`src/rtl/hvs_pkg.sv`:
```
package hvs_pkg;

   typedef enum logic [1:0] {
      SQ_IDLE   = 2'd0,
      SQ_PULSE  = 2'd1,
      SQ_SETTLE = 2'd2
   } sq_state_e;

   typedef enum logic {
      OP_PROGRAM = 1'b0,
      OP_ERASE   = 1'b1
   } hv_op_e;

   function automatic int bits_for(input longint unsigned v);
      return (v < 2) ? 1 : $clog2(v + 1);
   endfunction

   function automatic longint unsigned max_u(input longint unsigned a,
                                             input longint unsigned b);
      return (a > b) ? a : b;
   endfunction

endpackage

```
`src/rtl/hvs_op_table.sv`:
```
module hvs_op_table
   import hvs_pkg::*;
#(
   parameter int CLK_MHZ        = 100,
   parameter int PGM_PULSE_US   = 25,
   parameter int PGM_SETTLE_US  = 10,
   parameter int PGM_MAX        = 50,
   parameter int ERS_PULSE_US   = 100000,
   parameter int ERS_SETTLE_US  = 1000,
   parameter int ERS_MAX        = 5,
   parameter bit STRICT_RANGE   = 1'b1,
   parameter int TW             = 24,
   parameter int CW             = 7
) (
   input  logic          op_i,
   output logic [TW-1:0] pulse_m1_o,
   output logic [TW-1:0] settle_m1_o,
   output logic [CW-1:0] max_pulses_o
);

   localparam longint unsigned PGM_PULSE_CYC  = longint'(PGM_PULSE_US)  * CLK_MHZ;
   localparam longint unsigned PGM_SETTLE_CYC = longint'(PGM_SETTLE_US) * CLK_MHZ;
   localparam longint unsigned ERS_PULSE_CYC  = longint'(ERS_PULSE_US)  * CLK_MHZ;
   localparam longint unsigned ERS_SETTLE_CYC = longint'(ERS_SETTLE_US) * CLK_MHZ;

   // elaboration-time parameter checks
   if (CLK_MHZ < 1) begin : g_bad_clk
      $error("hvs_op_table: CLK_MHZ must be at least 1");
   end
   if (PGM_PULSE_US < 1 || PGM_SETTLE_US < 1 || ERS_PULSE_US < 1 || ERS_SETTLE_US < 1)
   begin : g_bad_time
      $error("hvs_op_table: pulse widths and gaps must be nonzero");
   end
   if (PGM_MAX < 1 || ERS_MAX < 1) begin : g_bad_max
      $error("hvs_op_table: pulse limits must be nonzero");
   end
   if (bits_for(max_u(max_u(PGM_PULSE_CYC, PGM_SETTLE_CYC),
                      max_u(ERS_PULSE_CYC, ERS_SETTLE_CYC)) - 1) > TW) begin : g_bad_tw
      $error("hvs_op_table: timer width too small");
   end
   if (bits_for(2 * max_u(PGM_MAX, ERS_MAX)) > CW) begin : g_bad_cw
      $error("hvs_op_table: counter width too small");
   end

   // optional window check on the device timing limits
   if (STRICT_RANGE) begin : g_strict
      if (PGM_PULSE_US < 20 || PGM_PULSE_US > 25) begin : g_pgm_win
         $error("hvs_op_table: program pulse outside 20..25 us");
      end
      if (ERS_PULSE_US < 90000 || ERS_PULSE_US > 110000) begin : g_ers_win
         $error("hvs_op_table: erase pulse outside 90..110 ms");
      end
      if (PGM_MAX > 50 || ERS_MAX > 5) begin : g_lim
         $error("hvs_op_table: pulse limit above device allowance");
      end
   end

   always_comb begin
      if (hv_op_e'(op_i) == OP_ERASE) begin
         pulse_m1_o   = TW'(ERS_PULSE_CYC - 1);
         settle_m1_o  = TW'(ERS_SETTLE_CYC - 1);
         max_pulses_o = CW'(ERS_MAX);
      end else begin
         pulse_m1_o   = TW'(PGM_PULSE_CYC - 1);
         settle_m1_o  = TW'(PGM_SETTLE_CYC - 1);
         max_pulses_o = CW'(PGM_MAX);
      end
   end

endmodule

```
`src/rtl/hvs_timer.sv`:
```
module hvs_timer #(
   parameter int TW = 24
) (
   input  logic          clk,
   input  logic          rst_n,
   input  logic          load_i,
   input  logic [TW-1:0] load_val_i,
   output logic          zero_o
);

   logic [TW-1:0] cnt_q;

   always_ff @(posedge clk) begin
      if (!rst_n) begin
         cnt_q <= '0;
      end else if (load_i) begin
         cnt_q <= load_val_i;
      end else if (cnt_q != '0) begin
         cnt_q <= cnt_q - 1'b1;
      end
   end

   assign zero_o = (cnt_q == '0);

   AST_TIMER_LOADS_VALUE: assert property (@(posedge clk) disable iff (!rst_n)
      load_i |=> (cnt_q == $past(load_val_i)));

endmodule

```
`src/rtl/hvs_tally.sv`:
```
module hvs_tally #(
   parameter int CW      = 7,
   parameter int CNT_MAX = 100
) (
   input  logic          clk,
   input  logic          rst_n,
   input  logic          clr_i,
   input  logic          pulse_end_i,
   input  logic          margin_load_i,
   input  logic          margin_step_i,
   output logic [CW-1:0] pulse_cnt_o,
   output logic          margin_last_o
);

   logic [CW-1:0] pulse_q;
   logic [CW-1:0] margin_q;

   always_ff @(posedge clk) begin
      if (!rst_n) begin
         pulse_q <= '0;
      end else if (clr_i) begin
         pulse_q <= '0;
      end else if (pulse_end_i) begin
         pulse_q <= pulse_q + 1'b1;
      end
   end

   always_ff @(posedge clk) begin
      if (!rst_n) begin
         margin_q <= '0;
      end else if (clr_i) begin
         margin_q <= '0;
      end else if (margin_load_i) begin
         margin_q <= pulse_q;
      end else if (margin_step_i) begin
         margin_q <= margin_q - 1'b1;
      end
   end

   assign pulse_cnt_o   = pulse_q;
   assign margin_last_o = (margin_q == CW'(1));

   AST_MARGIN_NONZERO: assert property (@(posedge clk) disable iff (!rst_n)
      margin_step_i |-> (margin_q > CW'(1)));

   AST_COUNT_BOUND: assert property (@(posedge clk) disable iff (!rst_n)
      pulse_q <= CW'(CNT_MAX));

   AST_COUNT_STEP: assert property (@(posedge clk) disable iff (!rst_n)
      pulse_end_i && !clr_i |=> (pulse_q == $past(pulse_q) + 1'b1));

endmodule

```
`src/rtl/hvs_ctrl.sv`:
```
module hvs_ctrl
   import hvs_pkg::*;
#(
   parameter int CW = 7
) (
   input  logic          clk,
   input  logic          rst_n,
   input  logic          start_i,
   input  logic          op_i,
   input  logic          verify_i,
   input  logic          t_zero_i,
   input  logic [CW-1:0] pulse_cnt_i,
   input  logic [CW-1:0] max_pulses_i,
   input  logic          margin_last_i,
   output logic          op_sel_o,
   output logic          t_load_o,
   output logic          t_pick_pulse_o,
   output logic          clr_o,
   output logic          pulse_end_o,
   output logic          margin_load_o,
   output logic          margin_step_o,
   output logic          hv_en_o,
   output logic          busy_o,
   output logic          done_o,
   output logic          fail_o
);

   sq_state_e state_q, state_d;
   hv_op_e    op_q, op_d;
   logic      margin_q, margin_d;
   logic      done_q, done_d;
   logic      fail_q, fail_d;

   always_comb begin
      state_d        = state_q;
      op_d           = op_q;
      margin_d       = margin_q;
      done_d         = 1'b0;
      fail_d         = 1'b0;
      t_load_o       = 1'b0;
      t_pick_pulse_o = 1'b1;
      clr_o          = 1'b0;
      pulse_end_o    = 1'b0;
      margin_load_o  = 1'b0;
      margin_step_o  = 1'b0;
      unique case (state_q)
         SQ_PULSE: begin
            if (t_zero_i) begin
               state_d        = SQ_SETTLE;
               t_load_o       = 1'b1;
               t_pick_pulse_o = 1'b0;
               pulse_end_o    = 1'b1;
            end
         end
         SQ_SETTLE: begin
            if (t_zero_i) begin
               if (margin_q) begin
                  if (margin_last_i) begin
                     state_d = SQ_IDLE;
                     done_d  = 1'b1;
                  end else begin
                     margin_step_o = 1'b1;
                     state_d       = SQ_PULSE;
                     t_load_o      = 1'b1;
                  end
               end else if (verify_i) begin
                  margin_load_o = 1'b1;
                  margin_d      = 1'b1;
                  state_d       = SQ_PULSE;
                  t_load_o      = 1'b1;
               end else if (pulse_cnt_i == max_pulses_i) begin
                  state_d = SQ_IDLE;
                  fail_d  = 1'b1;
               end else begin
                  state_d  = SQ_PULSE;
                  t_load_o = 1'b1;
               end
            end
         end
         default: begin
            state_d = SQ_IDLE;
            if (start_i) begin
               state_d  = SQ_PULSE;
               op_d     = hv_op_e'(op_i);
               margin_d = 1'b0;
               t_load_o = 1'b1;
               clr_o    = 1'b1;
            end
         end
      endcase
   end

   always_ff @(posedge clk) begin
      if (!rst_n) begin
         state_q  <= SQ_IDLE;
         op_q     <= OP_PROGRAM;
         margin_q <= 1'b0;
         done_q   <= 1'b0;
         fail_q   <= 1'b0;
      end else begin
         state_q  <= state_d;
         op_q     <= op_d;
         margin_q <= margin_d;
         done_q   <= done_d;
         fail_q   <= fail_d;
      end
   end

   assign op_sel_o = (state_q == SQ_IDLE) ? op_i : op_q;
   assign hv_en_o  = (state_q == SQ_PULSE);
   assign busy_o   = (state_q != SQ_IDLE);
   assign done_o   = done_q;
   assign fail_o   = fail_q;

   AST_HV_ONLY_BUSY: assert property (@(posedge clk) disable iff (!rst_n)
      hv_en_o |-> busy_o);

   AST_END_EXCLUSIVE: assert property (@(posedge clk) disable iff (!rst_n)
      (done_o || fail_o) |-> (!busy_o && !(done_o && fail_o)));

   AST_DONE_ONE_CYCLE: assert property (@(posedge clk) disable iff (!rst_n)
      (done_o || fail_o) |=> !(done_o || fail_o));

   AST_FAIL_AT_LIMIT: assert property (@(posedge clk) disable iff (!rst_n)
      fail_o |-> $past(pulse_cnt_i == max_pulses_i));

   AST_OP_HELD: assert property (@(posedge clk) disable iff (!rst_n)
      busy_o && $past(busy_o) |-> $stable(op_q));

endmodule

```
`src/rtl/hv_pulse_seq.sv`:
```
module hv_pulse_seq
   import hvs_pkg::*;
#(
   parameter int CLK_MHZ       = 100,
   parameter int PGM_PULSE_US  = 25,
   parameter int PGM_SETTLE_US = 10,
   parameter int PGM_MAX       = 50,
   parameter int ERS_PULSE_US  = 100000,
   parameter int ERS_SETTLE_US = 1000,
   parameter int ERS_MAX       = 5,
   parameter bit STRICT_RANGE  = 1'b1,
   localparam int CNT_MAX      = 2 * int'(max_u(PGM_MAX, ERS_MAX)),
   localparam int CNT_W        = bits_for(CNT_MAX)
) (
   input  logic             clk,
   input  logic             rst_n,
   input  logic             start_i,
   input  logic             op_erase_i,
   input  logic             verify_ok_i,
   output logic             hv_en_o,
   output logic             busy_o,
   output logic             done_o,
   output logic             fail_o,
   output logic [CNT_W-1:0] pulse_count_o
);

   localparam longint unsigned LONGEST_CYC =
      max_u(max_u(longint'(PGM_PULSE_US), longint'(PGM_SETTLE_US)),
            max_u(longint'(ERS_PULSE_US), longint'(ERS_SETTLE_US))) * CLK_MHZ;
   localparam int TIMER_W = bits_for(LONGEST_CYC - 1);

   logic               op_sel;
   logic [TIMER_W-1:0] pulse_m1, settle_m1, t_load_val;
   logic [CNT_W-1:0]   max_pulses, pulse_cnt;
   logic               t_load, t_pick_pulse, t_zero;
   logic               clr, pulse_end, margin_load, margin_step, margin_last;

   hvs_op_table #(
      .CLK_MHZ      (CLK_MHZ),
      .PGM_PULSE_US (PGM_PULSE_US),
      .PGM_SETTLE_US(PGM_SETTLE_US),
      .PGM_MAX      (PGM_MAX),
      .ERS_PULSE_US (ERS_PULSE_US),
      .ERS_SETTLE_US(ERS_SETTLE_US),
      .ERS_MAX      (ERS_MAX),
      .STRICT_RANGE (STRICT_RANGE),
      .TW           (TIMER_W),
      .CW           (CNT_W)
   ) u_table (
      .op_i        (op_sel),
      .pulse_m1_o  (pulse_m1),
      .settle_m1_o (settle_m1),
      .max_pulses_o(max_pulses)
   );

   assign t_load_val = t_pick_pulse ? pulse_m1 : settle_m1;

   hvs_timer #(.TW(TIMER_W)) u_timer (
      .clk       (clk),
      .rst_n     (rst_n),
      .load_i    (t_load),
      .load_val_i(t_load_val),
      .zero_o    (t_zero)
   );

   hvs_tally #(.CW(CNT_W), .CNT_MAX(CNT_MAX)) u_tally (
      .clk          (clk),
      .rst_n        (rst_n),
      .clr_i        (clr),
      .pulse_end_i  (pulse_end),
      .margin_load_i(margin_load),
      .margin_step_i(margin_step),
      .pulse_cnt_o  (pulse_cnt),
      .margin_last_o(margin_last)
   );

   hvs_ctrl #(.CW(CNT_W)) u_ctrl (
      .clk           (clk),
      .rst_n         (rst_n),
      .start_i       (start_i),
      .op_i          (op_erase_i),
      .verify_i      (verify_ok_i),
      .t_zero_i      (t_zero),
      .pulse_cnt_i   (pulse_cnt),
      .max_pulses_i  (max_pulses),
      .margin_last_i (margin_last),
      .op_sel_o      (op_sel),
      .t_load_o      (t_load),
      .t_pick_pulse_o(t_pick_pulse),
      .clr_o         (clr),
      .pulse_end_o   (pulse_end),
      .margin_load_o (margin_load),
      .margin_step_o (margin_step),
      .hv_en_o       (hv_en_o),
      .busy_o        (busy_o),
      .done_o        (done_o),
      .fail_o        (fail_o)
   );

   assign pulse_count_o = pulse_cnt;

   AST_START_TAKEN: assert property (@(posedge clk) disable iff (!rst_n)
      start_i && !busy_o |=> busy_o && hv_en_o);

   AST_IDLE_NO_HV: assert property (@(posedge clk) disable iff (!rst_n)
      !busy_o |-> !hv_en_o);

endmodule

```
`config.mk`:
```
export PLATFORM = sky130hd
export DESIGN_NAME = hv_pulse_seq
export DESIGN_NICKNAME = d
export VERILOG_FILES = /design/src/rtl/hvs_pkg.sv /design/src/rtl/hvs_op_table.sv /design/src/rtl/hvs_timer.sv /design/src/rtl/hvs_tally.sv /design/src/rtl/hvs_ctrl.sv /design/src/rtl/hv_pulse_seq.sv
export SDC_FILE = /design/constraint.sdc
export NUM_CORES = 1
export LEC_CHECK = 0
export CAP_MARGIN = 10
export CORE_MARGIN = 2
export CORE_UTILIZATION = 56
export DETAILED_ROUTE_END_ITERATION = 8
export PLACE_DENSITY = 0.76
export SLEW_MARGIN = 20
export SYNTH_ARGS = -nofsm -noshare
export SYNTH_HDL_FRONTEND = slang
export SYNTH_SLANG_ARGS = --single-unit
```
`constraint.sdc`:
```
create_clock -name clk -period 3.4 [get_ports clk]
set_input_delay 0.68 -clock clk [delete_from_list [all_inputs] [get_ports clk]]
set_output_delay 0.68 -clock clk [all_outputs]
set_load 0.05 [all_outputs]
```
==> flow_summary.toml, run 1 <==
[finish]
utilization_pct = 67.07
antenna_cells = 0
area_growth_syn_to_layout_pct = 14.58
multi_input_area_sq_um = 1580
drive_gt1_share_pct = 9.627
nFillCells = 365
final_net_count = 339
regArea_sq_um = 880.8

[timing]
drv_slew = 0
rsz0062_at_grt = "false"
slew_headroom_pct = 41.34
setup_viol = 0
setup_tns_ns = 0
fmax_mhz = 366.6
finalCritPeriodShare_pct = 80.22
finalHoldViolations = 0
finalClockSkew_ns = 0.007172
worstMarginPinSlew_ns = 0.8718
min_period_ns = 2.728
fin_hold_ws_ns = 0.4983

[clock_network]
tritoncts = "yes"
cts_max_path_buffers = 2
cts.clk_slew.worst_paths_ns = 0.09
numCtsBuffers = 5
post_cts_buffers = 0
htree_num_levels = 2
cts_resized = 0
clkSinkCount = 44
clkLatencyLatePin_ns = 0.30
clockRootBuffer = "clkbuf_8"
ctsHoldBuffers = 0

[grt]
grt_pass1_wl_mm = 10.63
grt_pass1_vias = 2156
antenna_found_initial = 0
grt_max_degree = 15
globalRouteTotalUtil_pct = 26.13
grt-ovfl-total = 0

[power_and_ir_drop]
swShare_pct = 42.79
peakVddDrop_uv = 572.7
p_leak_nw = 1.086
p_seq_share_pct = 28.1
p_int_mw = 1.515
power_density_nw_per_um2 = 900.9
clockPowerShare_pct = 21.1
p_comb_share_pct = 50.8
p_total_mw = 2.649
p_sw_mw = 1.134

[floorplanning]
die_area_sq_um = 5140
start_util_pct = 58.53
num_rows = 24
boundaryPins = 16
die_width_microns = 71.70
core_sq_um = 4384
fp.dieH_microns = 71.70

[setup_path]
cp-end-kind = "register"
worstPathRequired_ns = 3.63
path_max_fanout = 12
start_kind = "register"
arrival_ns = 2.96
critPathKind = "reg2reg"
r2r_cells = 7

[synthesis]
synth.most_common_cell = "dfxtp_1"
ys_ff_latch = 44
yosysSeqAreaShare_pct = 34.32
synth_flop_cell = "dfxtp_1"
synth_largest_type_area_fraction_pct = 34.32
ys_async_sr_fraction_pct = 0
yosysWarnings = 0
synth_cell_types = 54
syn_inst = 304
synthesis.area_sq_um = 2566
synth_top_cell_by_area = "dfxtp_1"
synth_nets = 322
syn_area_per_cell_sq_um = 8.441
ys_top_cells_by_area = "dfxtp_1 (34%), ha_1 (6.3%), a21oi_1 (4.1%)"
synth_edf_count = 0
ys_top_cells_by_count = "dfxtp_1 (44), nor2_1 (23), a21oi_1 (21)"

[place]
io_buffers = 15
place_hpwl_mm = 4.456
place_congestion = 0.9085

[route]
wire_per_inst_microns = 16.80
ant_nets = 0
drc = 0
drt_iter0_markers = 323
wl_mm = 6.283
vias_per_cell = 6.345
first_pass_iters = 6
vias = 2373

[worst_hold_path]
min_path_cells = 2
worstHoldPathType = "reg2reg"

[job]
drv_cap = 0

[outcome]
status = "finished, final reports clean"
## flip-flops by register name (all words and copies together) (netlist names)
signal               flops
u_ctrl.done_o            1
u_ctrl.fail_o            1
u_ctrl.margin_q          1
u_ctrl.op_q              1
u_ctrl.state_q           2
u_tally.margin_q         7
u_tally.pulse_cnt_o      7
u_timer.cnt_q           24
## power by group through the flow
stage / Combinational, mW / Clock, mW / Sequential, mW
finish: 1.35 / 0.558 / 0.745
global route: 1.46 / 0.585 / 0.762
CTS: 1.33 / 0.564 / 0.741
detailed placement: 1.32 / 0 / 0.752
global placement: 1.30 / 0 / 0.750
floorplan: 1.00 / 0 / 0.729
## cells in the final DEF (no fill, tap or decap), types with 8 or more instances in the layout
cell type	netlist	layout
a21oi_1	21	21
clkdlybuf4s50_1	0	15
dfxtp_1	44	44
ha_1	13	13
inv_1	16	16
nand2_1	19	19
nand3_1	10	10
nand4_1	9	9
nor2_1	23	23
nor3_1	10	10
o21ai_0	12	12
o22ai_1	11	11
or4_1	8	8
xnor2_1	12	12
## cell families (layout without fill, tap and decap cells)
logic type               Yosys count  after routing  share of synthesized area, %
AND/OR/NAND/NOR                  122            122                         27.89
AO/OA/AOI/OAI                     71             71                         17.65
flip-flops                        44             44                         34.32
buffers and inverters             27             45                         4.096
XOR/XNOR                          19             19                         6.485
adder cells (fa/ha/maj)           13             13                         6.339
multiplexers                       8              8                         3.218
## per-stage QoR
step,instances,worst slack (ns),cell area (sq um)
global route,374,0.4742,2940
global placement,366,0.5037,2781
finish,374,0.6724,2940
CTS,374,0.7156,2940
detailed placement,366,0.4713,2781
floorplan,304,1.043,2566
## worst max-delay path, stage by stage, from the launching register on
cell,delay [ns]
dfxtp_1,0.37
inv_1,0.11
ha_1,0.23
nor2b_1,0.32
and4_1,0.55
nand4_1,0.45
or2_2,0.46
o22ai_1,0.17
## metal layers
| metal | global-route usage [%] | part of all wire [%] | up-vias |
|---|---|---|---|
| li1 | - | - | 1159 |
| met1 | 37.59 | 48 | 1108 |
| met2 | 40.53 | 45 | 93 |
| met3 | 4.360 | 5.7 | 13 |
| met4 | 7.338 | 1.5 | 0 |
| met5 | 0 | 0 | - |
## final timing paths
kind                                 endpoint  slack [ns]                     startpoint
min reg2reg          u_ctrl.op_q$_SDFFE_PN0P_        0.50       u_ctrl.op_q$_SDFFE_PN0P_
max          u_tally.margin_q[2]$_SDFFE_PP0P_        0.67  u_timer.cnt_q[0]$_SDFFE_PN0P_
max reg2reg  u_tally.margin_q[2]$_SDFFE_PP0P_        0.67  u_timer.cnt_q[0]$_SDFFE_PN0P_
min                  u_ctrl.op_q$_SDFFE_PN0P_        0.50       u_ctrl.op_q$_SDFFE_PN0P_
## cell type report
cell class | instances | share of cell area, %
Clock inverter | 3 | 3.064
Clock buffer | 5 | 2.340
Timing Repair Buffer | 21 | 6.638
Tap cell | 52 | 2.213
Inverter | 16 | 2.043
Multi-Input combinational cell | 233 | 53.74
Sequential cell | 44 | 29.96
Power figures use the tool's default switching activity.
==> run 2: changes to the inputs <==
CORE_UTILIZATION = 53   (was 56)
PLACE_DENSITY = 0.75   (was 0.76)
clock period = 2.35 ns   (was 3.4 ns; I/O delays follow)
==> run 2 against run 1 <==
Sequential share of layout area is 1.8 points lower. Clock skew rose by 0.0035 ns. Fmax is 20% higher. Clock power grew 3%. Worst hold slack got worse by 0.0020 ns. Count of clock-buffer cells in the layout up 1. Critical path depth stayed put. Setup slack got worse by 0.60 ns.
==> flow_summary.toml, run 2 (synthesis results as in run 1) <==
[floorplanning]
num_rows = 25
start_util_pct = 54.69
die_width_microns = 73.59
boundaryPins = 16
core_sq_um = 4692
fp.dieH_microns = 73.59
die_area_sq_um = 5415

[worst_hold_path]
worstHoldPathType = "reg2reg"
min_path_cells = 2
holdPathEnd = "u_tally.margin_q[6]$_SDFFE_PP0P_"
hold_start = "u_tally.margin_q[6]$_SDFFE_PP0P_"

[setup_path]
path_buf_inv = 1
cp-end-kind = "register"
slowest_delay_ns = 0.54
critPathKind = "reg2reg"
r2r_start = "u_ctrl.state_q[0]$_SDFFE_PN0P_"
arrival_ns = 2.43
r2r-end = "u_timer.cnt_q[3]$_SDFFE_PN0P_"
r2r_cells = 7
critPathTopFamily = "simple AND/OR/NAND/NOR gates"
path_max_fanout = 8
r2r_setup_slack_ns = 0.07
critPathSlowestCell = "or4_4"
start_kind = "register"
cp_cell_sequence = "inv_1 -> ha_2 -> mux2_4 -> or4_4 -> a311o_1 -> nand3_2 -> o22ai_1"
worstPathRequired_ns = 2.51

[timing]
finalClockSkew_ns = 0.01066
slew_headroom_pct = 64.82
finalHoldViolations = 0
setup_tns_ns = 0
fmax_mhz = 439.3
drv_slew = 0
min_period_ns = 2.277
setup_ws_ns = 0.07340
setup_viol = 0
finalCritPeriodShare_pct = 96.88
worstMarginPinSlew_ns = 0.5257
rsz0062_at_grt = "true"

[clock_network]
numCtsBuffers = 5
htree_num_levels = 2
clkLatencyLatePin_ns = 0.30
tritoncts = "yes"
cts.clk_slew.worst_paths_ns = 0.08
clockRootBuffer = "clkbuf_8"
cts_max_path_buffers = 2
clkSinkCount = 44

[place]
place_congestion = 0.9088
place_hpwl_mm = 4.808
dpl_cell_area_sq_um = 2994
pre_cts_ws_ns = -0.3716
io_buffers = 15

[finish]
antenna_cells = 0
drive_gt1_share_pct = 19.37
final_common_cell = "dfxtp_1"
layout_common_cells = "dfxtp_1 (43), buf_4 (36), nor2_1 (23)"
area_growth_syn_to_layout_pct = 22.28
stdcell_area_sq_um = 3138
top_register = "u_timer.cnt_q"
largest_reg_flops = 24
final_net_count = 368

[route]
vias = 2456
drc = 0
first_pass_iters = 4
wire_per_inst_microns = 16.02
wl_mm = 6.489
ant_nets = 0
drt_iter0_markers = 267
vias_per_cell = 6.064

[job]
drv_cap = 0

[grt]
antenna_found_initial = 0
globalRouteTotalUtil_pct = 25.36
grt_pass1_vias = 2202
grt_pass1_wl_mm = 10.74
grt-ovfl-total = 0
grt_max_degree = 14

[power_and_ir_drop]
power_density_nw_per_um2 = 1255
p_leak_nw = 1.223
peakVddDrop_uv = 940.6

[outcome]
status = "finished, final reports clean"
==> run 2: changes by cell type in the layout (fill, tap and decap cells not counted), moves of 2 or more <==
cell	before	now
buf_4	6	36
bufinv_16	3	1
clkdlybuf4s50_1	15	13
o21ai_0	12	10
==> run 2: stage by stage <==
step | utilization, % | cells | hold WS (ns) | total power, mW
floorplan | - | 304 | 0.4561 | 2.513
global placement | 63.81 | 396 | 0.4727 | 3.259
detailed placement | 63.81 | 396 | 0.4847 | 3.278
CTS | 66.40 | 405 | 0.5004 | 3.871
global route | 66.88 | 405 | 0.5174 | 4.213
finish | 66.88 | 405 | 0.4964 | 3.939
==> run 2: worst max path at each step <==
stage	start	end	slack (ns)	cells after the start
finish	u_ctrl.state_q[0]$_SDFFE_PN0P_	u_timer.cnt_q[3]$_SDFFE_PN0P_	0.07	7
global placement	verify_ok_i	u_timer.cnt_q[13]$_SDFFE_PN0P_	-0.32	7
global route	u_timer.cnt_q[20]$_SDFFE_PN0P_	u_tally.margin_q[3]$_SDFFE_PP0P_	-0.007	5
floorplan	u_tally.pulse_cnt_o[3]$_SDFFE_PP0P_	u_timer.cnt_q[6]$_SDFFE_PN0P_	0.01	5
CTS	verify_ok_i	u_timer.cnt_q[10]$_SDFFE_PN0P_	0.01	6
detailed placement	verify_ok_i	u_timer.cnt_q[13]$_SDFFE_PN0P_	-0.37	7
==> run 2: power breakdown <==
group / total (mW) / switching [mW] / internal [mW]
sequential: 1.07 / 0.170 / 0.905
combinational: 2.29 / 1.27 / 1.02
clock: 0.576 / 0.261 / 0.316
==> run 2: worst min-delay path, delay by kind of cell, from the launching register on <==
kind | cells | cell delay [ns]
compound gates | 1 | 0.07
flops | 1 | 0.33
simple gates | 1 | 0.06
==> run 2: what timing repair did <==
item / CTS / global route
gates resized for setup: 2 / 10
setup endpoints to repair: 15 / 23
hold buffers: 0 / 0
pin swaps: 3 / 3
setup buffers: 1 / 0
==> run 2: area by class of cell <==
type / count / area, sq um
multi-input cells: 233 / 1608
fillers: 377 / 1554
flip-flops and latches: 44 / 882.1
repair buffers: 50 / 412.9
clock buffers: 6 / 72.57
well taps: 54 / 67.56
inverters: 16 / 60.06
clock inverters: 2 / 35.03
==> run 2: metal layers <==
metal  part of all wire [%]  global-route usage [%]
met1                     49                   38.11
met2                     44                   37.20
met3                    5.5                   4.527
met4                    1.0                   6.465
met5                      0                       0
